$ cat config.mk
export PLATFORM = sky130hd
export DESIGN_NAME = cmp_flag_unit
export DESIGN_NICKNAME = d
export VERILOG_FILES = /design/src/rtl/cmp_pkg.sv /design/src/rtl/cmp_operand_prep.sv /design/src/rtl/cmp_flag_calc.sv /design/src/rtl/cmp_flag_unit.sv
export SDC_FILE = /design/constraint.sdc
export NUM_CORES = 1
export LEC_CHECK = 0
export BUFFER_PORTS_ARGS = -buffer_cell sky130_fd_sc_hd__buf_4
export CORE_UTILIZATION = 50
export DETAILED_ROUTE_END_ITERATION = 16
export PLACE_DENSITY = 0.73
export RECOVER_POWER = 25
export SYNTH_ARGS = -nofsm -noshare
export SYNTH_HDL_FRONTEND = slang
export SYNTH_SLANG_ARGS = --single-unit
export TNS_END_PERCENT = 30
$ cat constraint.sdc
create_clock -name clk -period 9.5 [get_ports clk]
set_input_delay 0.475 -clock clk [delete_from_list [all_inputs] [get_ports clk]]
set_output_delay 0.475 -clock clk [all_outputs]
set_load 0.02 [all_outputs]
$ cat src/rtl/cmp_pkg.sv
package cmp_pkg;
  typedef enum logic [1:0] {
    SZ_BYTE = 2'b00,
    SZ_WORD = 2'b01,
    SZ_LONG = 2'b10,
    SZ_BAD  = 2'b11
  } cmp_size_e;

  typedef struct packed {
    logic x;
    logic n;
    logic z;
    logic v;
    logic c;
  } ccr_t;

  localparam int unsigned BYTE_W = 8;
  localparam int unsigned WORD_W = 16;
endpackage

$ cat src/rtl/cmp_operand_prep.sv
module cmp_operand_prep
  import cmp_pkg::*;
#(
  parameter int unsigned DATA_W = 32
) (
  input  logic [DATA_W-1:0] dst_i,
  input  logic [DATA_W-1:0] src_i,
  input  logic [1:0]        size_i,
  input  logic              addr_mode_i,
  output logic [DATA_W-1:0] dst_j,
  output logic [DATA_W-1:0] src_j,
  output logic              illegal_o
);
  // Operands are placed so that the selected width ends at the MSB.
  // One full-width subtractor then yields correct flags for every size.
  localparam int unsigned BYTE_SH = DATA_W - BYTE_W;
  localparam int unsigned WORD_SH = DATA_W - WORD_W;

  logic [DATA_W-1:0] src_sext;
  assign src_sext = {{(DATA_W-WORD_W){src_i[WORD_W-1]}}, src_i[WORD_W-1:0]};

  always_comb begin
    dst_j     = dst_i;
    src_j     = src_i;
    illegal_o = 1'b0;
    if (addr_mode_i) begin
      unique case (cmp_size_e'(size_i))
        SZ_WORD: src_j = src_sext;
        SZ_LONG: ;
        default: illegal_o = 1'b1;
      endcase
    end else begin
      unique case (cmp_size_e'(size_i))
        SZ_BYTE: begin
          dst_j = dst_i << BYTE_SH;
          src_j = src_i << BYTE_SH;
        end
        SZ_WORD: begin
          dst_j = dst_i << WORD_SH;
          src_j = src_i << WORD_SH;
        end
        SZ_LONG: ;
        default: illegal_o = 1'b1;
      endcase
    end
  end
endmodule

$ cat src/rtl/cmp_flag_calc.sv
module cmp_flag_calc #(
  parameter int unsigned W = 32
) (
  input  logic [W-1:0] a_i,
  input  logic [W-1:0] b_i,
  output logic         n_o,
  output logic         z_o,
  output logic         v_o,
  output logic         c_o
);
  logic [W:0] diff;
  assign diff = {1'b0, a_i} - {1'b0, b_i};

  assign c_o = diff[W];
  assign n_o = diff[W-1];
  assign z_o = (diff[W-1:0] == '0);
  assign v_o = (a_i[W-1] ^ b_i[W-1]) & (diff[W-1] ^ a_i[W-1]);
endmodule

$ cat src/rtl/cmp_flag_unit.sv
module cmp_flag_unit
  import cmp_pkg::*;
#(
  parameter int unsigned DATA_W = 32
) (
  input  logic              clk,
  input  logic              rst,
  input  logic              valid_i,
  input  logic [DATA_W-1:0] dst_i,
  input  logic [DATA_W-1:0] src_i,
  input  logic [1:0]        size_i,
  input  logic              addr_mode_i,
  output logic [4:0]        ccr_o,
  output logic              err_o
);
  logic [DATA_W-1:0] dst_j, src_j;
  logic              illegal;
  logic              n, z, v, c;
  ccr_t              ccr_q;

  cmp_operand_prep #(.DATA_W(DATA_W)) u_prep (
    .dst_i       (dst_i),
    .src_i       (src_i),
    .size_i      (size_i),
    .addr_mode_i (addr_mode_i),
    .dst_j       (dst_j),
    .src_j       (src_j),
    .illegal_o   (illegal)
  );

  cmp_flag_calc #(.W(DATA_W)) u_calc (
    .a_i (dst_j),
    .b_i (src_j),
    .n_o (n),
    .z_o (z),
    .v_o (v),
    .c_o (c)
  );

  always_ff @(posedge clk) begin
    if (rst) begin
      ccr_q <= '0;
      err_o <= 1'b0;
    end else begin
      err_o <= valid_i & illegal;
      if (valid_i && !illegal) begin
        ccr_q.n <= n;
        ccr_q.z <= z;
        ccr_q.v <= v;
        ccr_q.c <= c;
      end
    end
  end

  assign ccr_o = ccr_q;
endmodule

==> flow_summary.yaml <==
logic_synthesis:
  yosysUniqueCellTypes: 65
  async_flop_share_pct: 0
  yosysWarnings: 0
  synth-edff-count: 0
  synth_flop_cell: "dfxtp_1"
  synth_cells: 469
  syn_nets: 575
  avgSynthCellArea_um2: 6.451
  ys_seq_elements: 5
  syn_area_um2: 3025
  synth.yosys.seq_area_share_pct: 3.309
clock_tree:
  cts_root_buf: "clkbuf_8"
  clock_sinks: 5
  clockBufferDepth: 2
  cts.htree.levels: 1
  cts_resized: 0
  postCtsSetupBuffers: 0
  clk_pin_slew_ns: 0.04
  holdBufCountCts: 0
  clock_latency_ns: 0.23
  cts_tree: "built"
  cts_buffers: 3
detailed_routing:
  finalWirelength_um: 11450
  drcViolationCount: 0
  drt_iter0_markers: 427
  via_per_inst: 6.638
  wl_per_cell_um: 19.37
  num_vias: 3923
  drt_pass1_iterations: 6
  drtAntennaViolNets: 0
cells_and_area:
  final_cell_mix: "74 x buf_4, 57 x nand2_1, 44 x a21oi_1"
  design_area_um2: 3592
  nets: 626
  final_util_pct: 63.29
  area_growth_pct: 18.73
  final_common_cell: "buf_4"
  antenna-diode-count: 0
  drive_above_1_share_pct: 16.76
  stdcell_count: 591
placement:
  dpl_cell_area_um2: 3555
  dp.cells: 587
  gp_congestion: 1.017
  dp_slack_ns: 4.368
  dpl.hpwl_um: 9482
  port_buffers: 74
sta:
  min_period_ns: 5.044
  drv_slew: 0
  slew_headroom_pct: 46.81
  finClkSkew_ns: 0
  rsz0062_at_grt: "false"
  fin_crit_sh_pct: 53.10
  final.setup.tns_ns: 0
  fmax_mhz: 198.3
  tightest_slew_ns: 0.7979
  layout_setup_ws_ns: 4.456
  holdWs_ns: 0.4808
  setup_viol: 0
  hold_viol_final: 0
global_route:
  overflow: 0
  grt_util_all_layers_pct: 36.17
  grt_pass1_wl_um: 17720
  grt_pass1_vias: 3433
  antenna_found_initial: 0
  grt_max_degree: 49
worst_setup_path:
  start_kind: "primary input"
  crit_path_end_kind: "flip-flop"
  crit_slowest_cell: "ha_1"
  slowest_delay_ns: 0.67
  crit_type: "primary input to flip-flop"
  worstPathRequired_ns: 9.67
  crit_family: "compound AO/OA/AOI/OAI gates"
  worst-path-buf-inv: 3
  cp_max_fo: 24
  worstPathArrival_ns: 5.21
  path_cells: "clkbuf_1, inv_1, ha_1, o21bai_1, buf_4, a22o_1, ha_1, a21oi_1, o21bai_1, a221oi_1, o21ai_4, a32oi_1, o311ai_0, or4b_1, or4_1, nand2_1"
job:
  cap_violations: 0
die:
  die_h_um: 79.79
  die-area_um2: 6366
  pin_count: 76
  start_util_pct: 53.31
  chipWidth_um: 79.79
  placementRows: 27
  core_area_um2: 5675
min_path:
  hp-class: "primary input to flip-flop"
status:
  outcome: "completed"
power_and_ir_drop:
  ir_drop_uv: 58.13
  fin_total_pwr_uw: 364.1
  power_leakage_nw: 1.675
  p_per_area_nw_per_um2: 101.4
==> power by group <==
group	total, mW	switching [mW]	internal [mW]
Clock	0.0416	0.0126	0.0290
Sequential	0.0234	0.000745	0.0226
Combinational	0.299	0.181	0.118
==> worst reg2reg max path, stage by stage (launching register included) <==
cell	delay, ns
dfxtp_1	0.31
nand3b_1	0.10
o211ai_1	0.09
==> worst paths after layout <==
check	from	endpoint	slack, ns	depth (start not counted)
min	rst	ccr_o[0]$_SDFFE_PP0P_	0.48	2
min reg2reg	ccr_o[3]$_SDFFE_PP0P_	ccr_o[3]$_SDFFE_PP0P_	0.49	2
max reg2reg	ccr_o[1]$_SDFFE_PP0P_	ccr_o[1]$_SDFFE_PP0P_	8.88	2
max	size_i[1]	ccr_o[2]$_SDFFE_PP0P_	4.46	16
==> sequential cells by signal, indices dropped and copies added, names as in the netlist <==
register,flops
ccr_o,4
err_o,1
==> cell families after synthesis <==
family,share of synthesized area (%)
AO/OA/AOI/OAI,39.29
XOR/XNOR,2.606
adder cells (fa/ha/maj),15.14
buffers and inverters,8.189
flip-flops,3.309
multiplexers,1.985
other,0.1240
AND/OR/NAND/NOR,29.36
==> cells in the mapped netlist, drive strengths merged, types with 11 or more instances <==
library cell | number | share of area (%)
nor2 | 29 | 3.7
nand3 | 14 | 2.3
nand2 | 57 | 7.1
buf | 16 | 2.6
o21ai | 44 | 7.7
inv | 31 | 3.8
nand4 | 12 | 2.7
ha | 35 | 14
clkbuf | 14 | 1.7
o221ai | 11 | 3.2
and2 | 17 | 3.5
a21oi | 46 | 7.9
==> per-layer routing <==
layer / GRT usage (%) / vias to the layer above / share of wire (%)
met5: 0 / - / 0
met4: 13.21 / 0 / 4.2
met3: 4.343 / 34 / 9.1
met2: 55.64 / 268 / 42
met1: 51.05 / 1765 / 45
li1: - / 1856 / -
==> cell type report <==
type                       count  area (um2)
clock buffer                   4       45.04
fill                         562        2083
inverter                      31       116.4
multi-input combinational    403        2678
sequential                     5       100.1
tap                           72       90.09
timing repair buffer          76       563.0
No activity file was read; power rests on OpenSTA's default activity.
